<file path="src/rtl/flash_seq_pkg.sv">
package flash_seq_pkg;

    localparam logic [7:0] OP_WREN   = 8'h06;
    localparam logic [7:0] OP_WRDI   = 8'h04;
    localparam logic [7:0] OP_RDSR   = 8'h05;
    localparam logic [7:0] OP_WRSR   = 8'h01;
    localparam logic [7:0] OP_READ   = 8'h03;
    localparam logic [7:0] OP_FREAD  = 8'h0B;
    localparam logic [7:0] OP_PROG   = 8'h02;
    localparam logic [7:0] OP_SERASE = 8'hD8;
    localparam logic [7:0] OP_CERASE = 8'hC7;
    localparam logic [7:0] OP_JEDEC  = 8'h9F;
    localparam logic [7:0] OP_RDID   = 8'hAB;

    localparam int ADDR_BYTES = 3;

    typedef enum logic [1:0] {
        CK_FIXED = 2'd0,
        CK_READ  = 2'd1,
        CK_PROG  = 2'd2
    } cmd_kind_e;

    typedef enum logic [1:0] {
        TX_MAIN = 2'd0,
        TX_WREN = 2'd1,
        TX_POLL = 2'd2
    } txn_kind_e;

    typedef enum logic [2:0] {
        S_IDLE   = 3'd0,
        S_ISSUE  = 3'd1,
        S_ARM    = 3'd2,
        S_WAIT   = 3'd3,
        S_FINISH = 3'd4,
        S_FAIL   = 3'd5
    } seq_state_e;

    typedef struct packed {
        logic       legal;
        cmd_kind_e  kind;
        logic [7:0] wire_op;
        logic [2:0] addr_bytes;
        logic [2:0] fix_tx;
        logic [2:0] fix_rx;
    } op_info_t;

endpackage

</file>
<file path="src/rtl/flash_op_decode.sv">
module flash_op_decode
    import flash_seq_pkg::*;
(
    input  logic [7:0] opcode,
    output op_info_t   info
);

    always_comb begin
        info.legal      = 1'b1;
        info.kind       = CK_FIXED;
        info.wire_op    = opcode;
        info.addr_bytes = 3'd0;
        info.fix_tx     = 3'd0;
        info.fix_rx     = 3'd0;
        case (opcode)
            OP_WREN, OP_WRDI, OP_CERASE: ;
            OP_JEDEC:  info.fix_rx = 3'd3;
            OP_RDSR:   info.fix_rx = 3'd1;
            OP_WRSR:   info.fix_tx = 3'd1;
            OP_RDID: begin
                info.addr_bytes = 3'(ADDR_BYTES);
                info.fix_rx     = 3'd1;
            end
            OP_SERASE: info.addr_bytes = 3'(ADDR_BYTES);
            OP_READ, OP_FREAD: begin
                info.kind       = CK_READ;
                info.wire_op    = OP_READ;
                info.addr_bytes = 3'(ADDR_BYTES);
            end
            OP_PROG: begin
                info.kind       = CK_PROG;
                info.addr_bytes = 3'(ADDR_BYTES);
            end
            default:   info.legal = 1'b0;
        endcase
    end

endmodule

</file>
<file path="src/rtl/flash_chunk_calc.sv">
module flash_chunk_calc #(
    parameter  int LEN_W      = 16,
    parameter  int ADDR_W     = 24,
    parameter  int WORD_BYTES = 4,
    localparam int CNT_W      = $clog2(WORD_BYTES + 1)
) (
    input  logic [LEN_W-1:0]  rem,
    input  logic [ADDR_W-1:0] addr,
    output logic [CNT_W-1:0]  chunk,
    output logic [LEN_W-1:0]  rem_next,
    output logic [ADDR_W-1:0] addr_next,
    output logic              last
);

    always_comb begin
        if (rem >= LEN_W'(WORD_BYTES)) begin
            chunk = CNT_W'(WORD_BYTES);
        end else begin
            chunk = rem[CNT_W-1:0];
        end
        rem_next  = rem - LEN_W'(chunk);
        addr_next = addr + ADDR_W'(chunk);
        last      = (rem_next == '0);
    end

endmodule

</file>
<file path="src/rtl/flash_byte_mask.sv">
module flash_byte_mask #(
    parameter  int WORD_BYTES = 4,
    localparam int CNT_W      = $clog2(WORD_BYTES + 1),
    localparam int DW         = 8 * WORD_BYTES
) (
    input  logic [CNT_W-1:0] count,
    output logic [DW-1:0]    mask
);

    for (genvar b = 0; b < WORD_BYTES; b++) begin : g_lane
        assign mask[8*b +: 8] = {8{count > CNT_W'(b)}};
    end

endmodule

</file>
<file path="src/rtl/flash_chunk_seq.sv">
module flash_chunk_seq
    import flash_seq_pkg::*;
#(
    parameter  int ADDR_W          = 24,
    parameter  int LEN_W           = 16,
    parameter  int WORD_BYTES      = 4,
    parameter  int STATUS_BUSY_BIT = 0,
    localparam int DW              = 8 * WORD_BYTES,
    localparam int CNT_W           = $clog2(WORD_BYTES + 1),
    localparam int TXC_W           = $clog2(1 + ADDR_BYTES + WORD_BYTES + 1)
) (
    input  logic              clk,
    input  logic              rst_n,
    input  logic              cmd_valid,
    output logic              cmd_ready,
    input  logic [7:0]        cmd_opcode,
    input  logic [ADDR_W-1:0] cmd_addr,
    input  logic [LEN_W-1:0]  cmd_len,
    input  logic              cmd_rd,
    input  logic              cmd_wr,
    input  logic [DW-1:0]     wr_word,
    output logic              wr_take,
    output logic [DW-1:0]     rd_word,
    output logic [CNT_W-1:0]  rd_bytes,
    output logic              rd_valid,
    output logic              done,
    output logic              err,
    output logic              eng_start,
    output logic [7:0]        eng_opcode,
    output logic [ADDR_W-1:0] eng_addr,
    output logic [TXC_W-1:0]  eng_tx_cnt,
    output logic [CNT_W-1:0]  eng_rx_cnt,
    output logic [DW-1:0]     eng_tx_data,
    input  logic              eng_busy,
    input  logic [DW-1:0]     eng_rx_data
);

    seq_state_e  state_q, state_d;
    txn_kind_e   txn_q;
    cmd_kind_e   kind_q;
    logic [7:0]  wire_op_q;
    logic [2:0]  ab_q, fix_tx_q, fix_rx_q;
    logic [ADDR_W-1:0] addr_q;
    logic [LEN_W-1:0]  rem_q;
    logic [CNT_W-1:0]  cur_rx_q;

    op_info_t          info;
    logic [CNT_W-1:0]  chunk;
    logic [LEN_W-1:0]  rem_next;
    logic [ADDR_W-1:0] addr_next;
    logic              last_chunk;
    logic [CNT_W-1:0]  data_cnt;
    logic [DW-1:0]     data_mask;
    logic              reject;
    logic              eng_idle_done;
    logic              status_busy;

    flash_op_decode u_decode (
        .opcode (cmd_opcode),
        .info   (info)
    );

    flash_chunk_calc #(
        .LEN_W      (LEN_W),
        .ADDR_W     (ADDR_W),
        .WORD_BYTES (WORD_BYTES)
    ) u_chunk (
        .rem       (rem_q),
        .addr      (addr_q),
        .chunk     (chunk),
        .rem_next  (rem_next),
        .addr_next (addr_next),
        .last      (last_chunk)
    );

    flash_byte_mask #(
        .WORD_BYTES (WORD_BYTES)
    ) u_mask (
        .count (data_cnt),
        .mask  (data_mask)
    );

    assign reject        = !info.legal || (cmd_rd && cmd_wr);
    assign eng_idle_done = !eng_busy;
    assign status_busy   = eng_rx_data[STATUS_BUSY_BIT];

    // State register
    always_ff @(posedge clk or negedge rst_n) begin
        if (!rst_n) begin
            state_q <= S_IDLE;
        end else begin
            state_q <= state_d;
        end
    end

    // Next-state logic
    always_comb begin
        state_d = state_q;
        unique case (state_q)
            S_IDLE: begin
                if (cmd_valid) begin
                    state_d = reject ? S_FAIL : S_ISSUE;
                end
            end
            S_ISSUE: begin
                if (!eng_busy) state_d = S_ARM;
            end
            S_ARM: state_d = S_WAIT;
            S_WAIT: begin
                if (eng_idle_done) begin
                    unique case (txn_q)
                        TX_MAIN: begin
                            if (kind_q == CK_FIXED) begin
                                state_d = S_FINISH;
                            end else if (kind_q == CK_READ && last_chunk) begin
                                state_d = S_FINISH;
                            end else begin
                                state_d = S_ISSUE;
                            end
                        end
                        TX_WREN: state_d = S_ISSUE;
                        TX_POLL: begin
                            if (status_busy)        state_d = S_ISSUE;
                            else if (rem_q == '0)   state_d = S_FINISH;
                            else                    state_d = S_ISSUE;
                        end
                        default: state_d = S_IDLE;
                    endcase
                end
            end
            S_FINISH: state_d = S_IDLE;
            S_FAIL:   state_d = S_IDLE;
            default:  state_d = S_IDLE;
        endcase
    end

    // Output logic
    always_comb begin
        cmd_ready   = (state_q == S_IDLE);
        done        = (state_q == S_FINISH);
        err         = (state_q == S_FAIL);
        eng_start   = (state_q == S_ISSUE) && !eng_busy;
        eng_opcode  = 8'h00;
        eng_addr    = '0;
        eng_tx_cnt  = '0;
        eng_rx_cnt  = '0;
        data_cnt    = '0;
        if (state_q == S_ISSUE) begin
            unique case (txn_q)
                TX_WREN: begin
                    eng_opcode = OP_WREN;
                    eng_tx_cnt = TXC_W'(1);
                end
                TX_POLL: begin
                    eng_opcode = OP_RDSR;
                    eng_tx_cnt = TXC_W'(1);
                    eng_rx_cnt = CNT_W'(1);
                end
                TX_MAIN: begin
                    eng_opcode = wire_op_q;
                    eng_addr   = (ab_q != 3'd0) ? addr_q : '0;
                    unique case (kind_q)
                        CK_READ: begin
                            eng_rx_cnt = chunk;
                        end
                        CK_PROG: begin
                            data_cnt = chunk;
                        end
                        default: begin
                            data_cnt   = CNT_W'(fix_tx_q);
                            eng_rx_cnt = CNT_W'(fix_rx_q);
                        end
                    endcase
                    eng_tx_cnt = TXC_W'(1) + TXC_W'(ab_q) + TXC_W'(data_cnt);
                end
                default: ;
            endcase
        end
        eng_tx_data = wr_word & data_mask;
        wr_take     = eng_start && (data_cnt != '0);
    end

    // Command context and chunk progress
    always_ff @(posedge clk or negedge rst_n) begin
        if (!rst_n) begin
            txn_q     <= TX_MAIN;
            kind_q    <= CK_FIXED;
            wire_op_q <= 8'h00;
            ab_q      <= 3'd0;
            fix_tx_q  <= 3'd0;
            fix_rx_q  <= 3'd0;
            addr_q    <= '0;
            rem_q     <= '0;
            cur_rx_q  <= '0;
            rd_valid  <= 1'b0;
            rd_word   <= '0;
            rd_bytes  <= '0;
        end else begin
            rd_valid <= 1'b0;
            if (state_q == S_IDLE && cmd_valid && !reject) begin
                txn_q     <= TX_MAIN;
                kind_q    <= info.kind;
                wire_op_q <= info.wire_op;
                ab_q      <= info.addr_bytes;
                fix_tx_q  <= info.fix_tx;
                fix_rx_q  <= info.fix_rx;
                addr_q    <= cmd_addr;
                rem_q     <= (info.kind == CK_FIXED) ? '0 : cmd_len;
            end
            if (eng_start) begin
                cur_rx_q <= eng_rx_cnt;
            end
            if (state_q == S_WAIT && eng_idle_done) begin
                unique case (txn_q)
                    TX_MAIN: begin
                        if (cur_rx_q != '0) begin
                            rd_valid <= 1'b1;
                            rd_word  <= eng_rx_data;
                            rd_bytes <= cur_rx_q;
                        end
                        if (kind_q != CK_FIXED) begin
                            addr_q <= addr_next;
                            rem_q  <= rem_next;
                        end
                        if (kind_q == CK_PROG) txn_q <= TX_POLL;
                    end
                    TX_WREN: txn_q <= TX_MAIN;
                    TX_POLL: begin
                        if (!status_busy) txn_q <= TX_WREN;
                    end
                    default: txn_q <= TX_MAIN;
                endcase
            end
        end
    end


    // A launch is followed by at least one cycle without a launch
    single_launch_chk: assert property (@(posedge clk) disable iff (!rst_n)
        eng_start |=> !eng_start);


    fast_read_rewritten_chk: assert property (@(posedge clk) disable iff (!rst_n)
        eng_start |-> eng_opcode != OP_FREAD);


    read_chunk_bound_chk: assert property (@(posedge clk) disable iff (!rst_n)
        (eng_start && eng_opcode == OP_READ) |->
            (eng_rx_cnt <= CNT_W'(WORD_BYTES) && eng_tx_cnt == TXC_W'(1 + ADDR_BYTES)));


    both_dir_reject_chk: assert property (@(posedge clk) disable iff (!rst_n)
        (cmd_ready && cmd_valid && cmd_rd && cmd_wr) |=> (err && !eng_start));


    rd_bytes_range_chk: assert property (@(posedge clk) disable iff (!rst_n)
        rd_valid |-> (rd_bytes != '0 && rd_bytes <= CNT_W'(WORD_BYTES)));


    done_then_idle_chk: assert property (@(posedge clk) disable iff (!rst_n)
        done |=> (cmd_ready && !done));


    take_only_on_launch_chk: assert property (@(posedge clk) disable iff (!rst_n)
        wr_take |-> (eng_start && eng_rx_cnt == '0));

endmodule

</file>
<file path="config.mk">
export PLATFORM = sky130hd
export DESIGN_NAME = flash_chunk_seq
export DESIGN_NICKNAME = d
export VERILOG_FILES = /design/src/rtl/flash_seq_pkg.sv /design/src/rtl/flash_op_decode.sv /design/src/rtl/flash_chunk_calc.sv /design/src/rtl/flash_byte_mask.sv /design/src/rtl/flash_chunk_seq.sv
export SDC_FILE = /design/constraint.sdc
export NUM_CORES = 1
export LEC_CHECK = 0
export ABC_CLOCK_PERIOD_IN_PS = 9600
export BUFFER_PORTS_ARGS = -buffer_cell sky130_fd_sc_hd__buf_2
export CORE_ASPECT_RATIO = 0.75
export CORE_MARGIN = 3
export CORE_UTILIZATION = 50
export CTS_BUF_LIST = sky130_fd_sc_hd__clkbuf_8
export DETAILED_ROUTE_END_ITERATION = 16
export PLACE_DENSITY = 0.82
export REMOVE_ABC_BUFFERS = 1
export SYNTH_ARGS = -nofsm -noshare
export SYNTH_HDL_FRONTEND = slang
export SYNTH_SLANG_ARGS = --single-unit
</file>
<file path="constraint.sdc">
create_clock -name clk -period 9.6 [get_ports clk]
set_input_delay 1.92 -clock clk [delete_from_list [all_inputs] [get_ports clk]]
set_output_delay 1.92 -clock clk [all_outputs]
set_load 0.005 [all_outputs]
</file>
==> summary.txt, run 1 <==
Critical path
  • Worst setup EP type: output port
  • Critical path class: flop to output port
  • R2r worst-path depth: 12
  • Flop2flop setup slack: 5.81 ns
  • CP max FO: 10
  • R2r startpoint: rem_q[2]
  • FF-to-FF End: addr_q[20]
  • CP startpoint kind: flop
  • CP Data Required Time: 7.68 ns
  • Crit path DAT: 3.69 ns

Synth
  • Synth Instances: 708
  • Synth cell types: 71
  • Post-synthesis sequential area ratio: 0.414
  • Largest cells by area after synthesis: dfrtp_1, nand2_1, and2_1
  • Number of synthesized flops with an enable pin: 0
  • Syn. warnings: 0
  • Area leader, netlist: dfrtp_1
  • Top-count cell post-synth: nand2_1
  • Syn Area/Cell: 8.36 um^2
  • Most common flop cell mapped by yosys: dfrtp_1
  • Mapped Area: 0.00592 mm^2
  • Area share of the largest cell type after synthesis: 0.414
  • Number of synthesized register bits: 98
  • FFs w/ async S/R, synth: 1.00
  • Commonest cells in the netlist: nand2_1, dfrtp_1, nor2_1, and2_1, and3_1

Timing
  • Hold Fails Final Rpt: 0
  • Final setup fails: 0
  • Worst Slack Setup Final: 3.99 ns
  • Highest Clock Rate: 178 MHz
  • Slew @ Worst Pin: 1.04 ns
  • Setup Skew: 0.00747 ns
  • Final period utilization: 0.585
  • Slew margin rel.: 0.308
  • Setup Total Neg Slack: 0 ns
  • Unrepaired setup endpoints after global routing: no
  • Final Slew Violations: 0
  • Tmin final: 5.61 ns

Routing
  • TritonRoute pass-1 iters: 5
  • Final WL: 18200 um
  • Vias per std cell: 5.62
  • DRC viols: 0
  • Initial DRC Count: 471
  • Routed Antenna Nets: 0
  • Routed length per instance: 16.9 um
  • DR vias: 6060

Die
  • CORE AREA: 0.0112 mm^2
  • Initial Util: 0.527
  • Die extent in y: 100 um
  • Row cnt: 33
  • Die width: 132 um
  • Die Footprint: 0.0132 mm^2
  • I/O pins: 230

CTS
  • Post-cts resize count: 0
  • Worst-path clk slew: 0.10 ns
  • Clock sink total: 98
  • Latest clock arrival within the worst-skew pair: 0.37 ns
  • Worst-case clock buffer depth: 2
  • H-tree level count: 3
  • Post-CTS Repair Setup Buffers: 0
  • Cts bufs inserted: 9
  • CTS root buffer: clkbuf_8
  • CTS tree: done
  • CTS Hold Bufs: 0

Global routing
  • Grt ovf: 0
  • Largest net degree at the start of global routing: 63
  • Vias in the first global route: 5606
  • Initial antenna violation count: 0
  • Global-route wire length before repair: 28900 um
  • Global Route Usage Sum: 0.269

Min path
  • Min-delay worst type: flop to flop
  • Hold path cells: 2
  • Hold EP: wire_op_q[5]
  • Hold path start: wire_op_q[5]

Pwr
  • Peak supply drop: 0.102 mV
  • Leak Pwr: 0.00396 uW
  • P per Cell Area: 223 mW/mm^2
  • Power, Total: 1650 uW

Cells and area
  • Utilization after layout: 0.659
  • Area Growth Syn to Fin: 24.9%
  • Post-layout nets: 1049
  • # diodes: 0
  • Cell area after layout: 0.00740 mm^2
  • Layout cells sized above 1: 0.299

Placed design
  • Routability Congestion: 0.956
  • Post-Place Setup Slack: 4.39 ns
  • IO buf count: 229
  • Dpl hpwl: 13700 um
  • DP Area: 0.00718 mm^2

Run
  • # Max-Cap Violations: 0

Status
  • Status: completed
cell usage in the layout (no fill, tap or decap), drive strengths merged, types with 4 or more instances in the layout:
cell,instances
a211oi,19
nand3,18
nand2b,5
o21ai,22
o22ai,4
o31ai,6
nand2,159
dfrtp,98
nor2,49
nor3,31
nor2b,9
a31oi,10
nand3b,4
a21oi,27
inv,23
ha,13
nor4,8
clkbuf,9
xnor2,4
and3,34
buf,236
a32oi,4
nand4,6
and2,43
mux2i,4
per-stage QoR:
stage / cells / hold WS, ns
2_1_floorplan: 669 / 0.437
3_3_place_gp: 1062 / 0.451
3_5_place_dp: 1062 / 0.455
4_1_cts: 1078 / 0.479
5_1_grt: 1078 / 0.507
6_report: 1078 / 0.471
how the worst max path moves through the flow:
| stage | startpoint | endpoint | depth (start not counted) |
|---|---|---|---|
| 6_report | rem_q[2] | eng_tx_cnt[2] | 10 |
| 3_5_place_dp | rem_q[2] | eng_tx_cnt[2] | 10 |
| 3_3_place_gp | rem_q[2] | eng_tx_cnt[2] | 10 |
| 5_1_grt | rem_q[2] | eng_tx_cnt[2] | 10 |
| 4_1_cts | rem_q[2] | eng_tx_cnt[2] | 10 |
| 2_1_floorplan | cmd_opcode[6] | rem_q[6] | 6 |
state kept, by name (all words and copies together) (netlist names), 2 cells and up:
register and cells:
txn_q 2, rd_word 32, wire_op_q 8, fix_rx_q 2, kind_q 2, addr_q 24
state_q 3, cur_rx_q 3, rem_q 16, rd_bytes 3
per-layer routing:
layer / vias up / wire length (um) / track usage
li1: 2918 / - / -
met2: 255 / 8250 / 0.419
met4: 0 / 275 / 0.0670
met5: - / 0 / 0
met3: 24 / 1340 / 0.0486
met1: 2863 / 8360 / 0.392
logic make-up after synthesis:
family          share of synthesized area
simple gates                        0.320
flops                               0.414
other cells                      0.000633
buf+inv                            0.0397
xor+xnor                          0.00740
fa+ha+maj                          0.0342
mux                                0.0125
compound gates                      0.171
area by class of cell:
| type | instances | area [um^2] |
|---|---|---|
| Clock buffer | 9 | 124 |
| Clock inverter | 7 | 90.1 |
| Fill cell | 1017 | 3830 |
| Inverter | 18 | 67.6 |
| Multi-Input combinational cell | 553 | 3270 |
| Sequential cell | 98 | 2450 |
| Tap cell | 157 | 196 |
| Timing Repair Buffer | 236 | 1200 |
worst max-delay path: stages (launching register included):
cell	delay, ns
dfrtp_1	0.49
or4_4	0.61
nand2b_4	0.20
nor2_2	0.37
inv_1	0.19
nor2_1	0.26
nand3_1	0.17
fa_1	0.43
xnor2_1	0.14
nor3_1	0.28
buf_2	0.20
report_power, final:
| group | switching, uW | internal (uW) |
|---|---|---|
| Clock | 159 | 128 |
| Sequential | 142 | 551 |
| Combinational | 388 | 279 |
No activity file was read; power rests on OpenSTA's default activity.
==> inputs of run 2 (changes only) <==
- ABC_CLOCK_PERIOD_IN_PS: 9600 -> 5800
- clock period: 9.6 -> 5.8 ns (I/O delays scaled with it)
==> run 2 against run 1 <==
Die area is the same. Sequential power rose by 65%. Clock skew is 0.0043 ns higher. Highest routed layer unchanged. Largest cell class unchanged.
==> summary.txt, run 2 (synthesis gave the netlist of run 1 again) <==
CTS
  • Latest clock arrival within the worst-skew pair: 0.37 ns
  • Worst-path clk slew: 0.10 ns
  • H-tree level count: 3
  • Post-cts resize count: 0
  • CTS tree: done
  • Cts bufs inserted: 9
  • Worst-case clock buffer depth: 2
  • Clock sink total: 98
  • CTS Hold Bufs: 0
  • CTS root buffer: clkbuf_8
  • Post-CTS Repair Setup Buffers: 0

Routing
  • DR vias: 6008
  • Final WL: 17900 um
  • DRC viols: 0
  • Vias per std cell: 5.57
  • Routed Antenna Nets: 0
  • Initial DRC Count: 416
  • TritonRoute pass-1 iters: 5
  • Routed length per instance: 16.6 um

Cells and area
  • Largest regs: rd_word (32), addr_q (24), rem_q (16)
  • Fill cells: 995
  • Most common cell after layout, fill and taps aside: buf_2
  • Cell area after layout: 0.00739 mm^2
  • Most frequent cells in the layout: buf_2, nand2_1, dfrtp_1
  • Area Growth Syn to Fin: 24.8%
  • Post-layout nets: 1049
  • Layout cells sized above 1: 0.299
  • Utilization after layout: 0.658
  • Most flop-heavy register: rd_word
  • # diodes: 0
  • Max reg flops: 32

Critical path
  • CP startpoint kind: flop
  • Critical path class: flop to output port
  • CP Data Required Time: 4.64 ns
  • Crit path DAT: 3.86 ns
  • CP max FO: 10
  • Worst Setup SP: rem_q[2]
  • Worst setup EP type: output port
  • R2r startpoint: rem_q[2]

Die
  • Die extent in y: 100 um
  • Initial Util: 0.527
  • Die Footprint: 0.0132 mm^2
  • I/O pins: 230
  • Row cnt: 33
  • CORE AREA: 0.0112 mm^2
  • Die width: 132 um

Global routing
  • Largest net degree at the start of global routing: 62
  • Met2 usage: 0.394
  • Met3 GRT Util: 0.0591
  • Grt ovf: 0
  • Most Crowded Layer GR: met2
  • Initial antenna violation count: 0
  • Vias in the first global route: 5434
  • Met1 Use GR: 0.382
  • Global Route Usage Sum: 0.260
  • Global-route wire length before repair: 28200 um

Timing
  • Slew margin rel.: 0.336
  • Final Slew Violations: 0
  • Hold Fails Final Rpt: 0
  • Final setup fails: 0
  • Setup Skew: 0.0118 ns
  • Highest Clock Rate: 199 MHz
  • Setup Total Neg Slack: 0 ns
  • Unrepaired setup endpoints after global routing: no
  • Final period utilization: 0.866
  • Tmin final: 5.02 ns
  • Slew @ Worst Pin: 0.995 ns
  • Hold_ws: 0.473 ns

Pwr
  • Peak supply drop: 0.208 mV
  • Leak Pwr: 0.00396 uW
  • P per Cell Area: 364 mW/mm^2

Placed design
  • DP Area: 0.00718 mm^2
  • Dpl hpwl: 13600 um
  • IO buf count: 229
  • Routability Congestion: 0.958

Status
  • Status: completed

Min path
  • Hold path start: wire_op_q[5]
  • Min-delay worst type: flop to flop

Run
  • # Max-Cap Violations: 0
-- run 2: cell count changes in the layout (fill, tap and decap cells not counted), sizes merged --
cell | previous run | this run
clkinv | 1 | 4
inv | 23 | 21
bufinv | 1 | 0
-- run 2: stage by stage --
step	instances	setup WS [ns]	total power (uW)
5_1_grt	1078	0.626	2880
6_report	1078	0.779	2690
2_1_floorplan	669	0.0945	1760
3_3_place_gp	1062	1.36	2210
4_1_cts	1078	0.841	2690
3_5_place_dp	1062	1.25	2240
-- run 2: cell type report --
class,instances,area [um^2],area share
Clock buffer,9,124,0.0168
Clock inverter,7,83.8,0.0113
Inverter,18,67.6,0.00914
Multi-Input combinational cell,553,3270,0.442
Sequential cell,98,2450,0.332
Tap cell,157,196,0.0266
Timing Repair Buffer,236,1200,0.163
-- run 2: routing by layer --
layer,up-vias,part of all wire
met2,257,0.45
met4,0,0.012
met1,2799,0.46
met5,-,0
li1,2938,-
met3,14,0.076
-- run 2: path summary, 6_finish.rpt --
path / to / slack, ns / depth (start not counted)
worst min register to register: wire_op_q[5] / 0.47 / 2
max in group asynchronous: rd_word[6] / 3.97 / 2
worst max-delay path: eng_tx_cnt[2] / 0.78 / 10
min in group asynchronous: wire_op_q[6] / 0.86 / 1
worst min-delay path: wire_op_q[5] / 0.47 / 2
worst max register to register: addr_q[20] / 2.04 / 12
-- run 2: power by group --
group          internal [uW]  switching (uW)  total (uW)
combinational            463             638        1100
sequential               911             233        1140
clock                    174             274         447
total                   1550            1140        2690
-- run 2: worst max-delay path, cell delays in order, from the launching register on --
cell,delay (ns)
dfrtp_1,0.49
or4_4,0.61
nand2b_4,0.20
nor2_2,0.37
inv_1,0.20
nor2_1,0.29
nand3_1,0.17
fa_1,0.43
xnor2_1,0.13
nor3_1,0.40
buf_2,0.21
==> inputs of run 3 (changes only) <==
- MAX_ROUTING_LAYER: default -> met4
- PLACE_DENSITY: 0.82 -> 0.92
==> run 3 against run 2 <==
Design area down 0.17%. Power rose by 0.74%. Via count increased by 3.8%. Final cell count barely moved. Critical path depth is the same. Sequential share of layout area grew 0.056 points. Global-route usage increased by 2.5 points. Critical path type unchanged. Largest power group unchanged. Highest routed layer unchanged.
==> summary.txt, run 3 (synthesis gave the netlist of run 1 again) <==
Cells and area
  • Layout cells sized above 1: 0.299
  • Largest regs: rd_word (32), addr_q (24), rem_q (16)
  • Area Growth Syn to Fin: 24.6%
  • Most flop-heavy register: rd_word
  • Max reg flops: 32
  • Fill cells: 942
  • Most common cell after layout, fill and taps aside: buf_2
  • Post-layout nets: 1049
  • Most frequent cells in the layout: buf_2, nand2_1, dfrtp_1

Critical path
  • Cell Chain, Critical Path: or4_4, nand2b_4, nor2_2, inv_1, nor2_1, nand3_1, fa_1, xnor2_1, nor3_1, buf_2
  • Critical Path Max Stage Delay: 0.61 ns
  • Crit path DAT: 3.61 ns
  • CP startpoint kind: flop
  • Crit path max-delay cell type: or4_4
  • Critical path class: flop to output port
  • Top delay family on crit path: simple AND/OR/NAND/NOR gates
  • CP max FO: 10
  • Worst setup EP type: output port
  • CP Data Required Time: 4.64 ns
  • CP Buf/Inv Count: 2

Routing
  • Vias per std cell: 5.78
  • Routed Antenna Nets: 0
  • DRC viols: 0
  • Final WL: 18800 um
  • DR vias: 6235
  • TritonRoute pass-1 iters: 5
  • Initial DRC Count: 651
  • Routed length per instance: 17.4 um

Die
  • Die width: 132 um
  • Row cnt: 33
  • Initial Util: 0.527
  • Die extent in y: 100 um
  • Die Footprint: 0.0132 mm^2
  • I/O pins: 230
  • CORE AREA: 0.0112 mm^2

Placed design
  • Dpl hpwl: 14100 um
  • Routability Congestion: 0.975
  • IO buf count: 229
  • Post-Place Setup Slack: 1.49 ns

Pwr
  • Switch share: 0.428
  • Net Sw Power: 1160 uW
  • Leak Pwr: 0.00394 uW
  • Logic pwr share: 0.411
  • P per Cell Area: 368 mW/mm^2
  • Reg power frac: 0.426
  • Internal: 1550 uW
  • Peak supply drop: 0.172 mV
  • Clk pwr share: 0.163

Global routing
  • Largest net degree at the start of global routing: 62
  • Grt ovf: 0
  • Global Route Usage Sum: 0.284
  • Global-route wire length before repair: 29500 um
  • Initial antenna violation count: 1
  • Vias in the first global route: 5611

CTS
  • Latest clock arrival within the worst-skew pair: 0.39 ns
  • Post-CTS Repair Setup Buffers: 0
  • CTS tree: done
  • Cts bufs inserted: 9
  • CTS root buffer: clkbuf_8
  • H-tree level count: 3
  • Clock sink total: 98
  • Worst-case clock buffer depth: 2
  • CTS Hold Bufs: 0
  • Post-cts resize count: 0
  • Worst-path clk slew: 0.10 ns

Timing
  • Hold Fails Final Rpt: 0
  • Final period utilization: 0.823
  • Final setup fails: 0
  • Worst Slack Setup Final: 1.03 ns
  • Unrepaired setup endpoints after global routing: no
  • Setup Skew: 0.00796 ns
  • Tmin final: 4.77 ns
  • Slew @ Worst Pin: 0.988 ns
  • Setup Total Neg Slack: 0 ns
  • Slew margin rel.: 0.341
  • Highest Clock Rate: 210 MHz
  • Final Slew Violations: 0

Min path
  • Min-delay worst type: flop to flop

Status
  • Status: completed

Run
  • # Max-Cap Violations: 0
[run 3: cell count changes in the layout (fill, tap and decap cells not counted)]
cell / delta
clkbuf_8: +1
clkinv_4: -2
clkinv_8: -2
clkinvlp_4: +2
diode_2: +1
inv_6: +2
inv_8: -1
[run 3: layout make-up]
cell class	instances	area, um^2	area share
clock buffers	10	138	0.0187
flip-flops and latches	98	2450	0.332
inverters	18	67.6	0.00916
diodes	1	2.50	0.000339
repair buffers	236	1200	0.163
well taps	157	196	0.0266
multi-input cells	553	3270	0.443
clock inverters	6	55.1	0.00746
[run 3: power by group through the flow]
stage / clock (uW) / combinational (uW) / sequential [uW]
global placement: 0 / 1060 / 1140
CTS: 451 / 1110 / 1150
detailed placement: 0 / 1100 / 1160
floorplan: 0 / 658 / 1110
finish: 442 / 1110 / 1160
global route: 475 / 1240 / 1190
[run 3: worst paths after layout]
| check | to | slack [ns] | cells after the start | start |
|---|---|---|---|---|
| setup / recovery | eng_tx_cnt[2] | 1.03 | 10 | rem_q[2] |
| hold / removal | rd_word[22] | 0.48 | 2 | rd_word[22] |
| setup reg to reg | addr_q[20] | 1.99 | 12 | rem_q[2] |
| hold reg to reg | rd_word[22] | 0.48 | 2 | rd_word[22] |
| max in group asynchronous | cur_rx_q[1] | 3.95 | 2 | rst_n |
| min in group asynchronous | wire_op_q[7] | 0.75 | 1 | rst_n |
[run 3: metal layers]
metal  GRT usage  up-vias  part of all wire  wire length, um
li1            -     2922                 -                -
met1       0.379     2956              0.43             8050
met2       0.446      327              0.47             8760
met3      0.0656       30             0.089             1670
met4      0.0702        0             0.014              267
met5           -        -                 0                0
[run 3: stage by stage]
stage	hold WS (ns)	util	std cells	cell area (um^2)	total power (uW)
2_1_floorplan	0.437	-	669	5750	1760
3_3_place_gp	0.451	0.640	1062	7180	2200
6_report	0.478	0.657	1079	7380	2710
3_5_place_dp	0.456	0.640	1062	7180	2260
5_1_grt	0.506	0.657	1079	7380	2910
4_1_cts	0.481	0.657	1078	7380	2700
[run 3: tightest hold or removal path: stages (launching register included)]
cell     delay (ns)
dfrtp_1        0.35
nand2_1        0.05
nand2_1        0.05
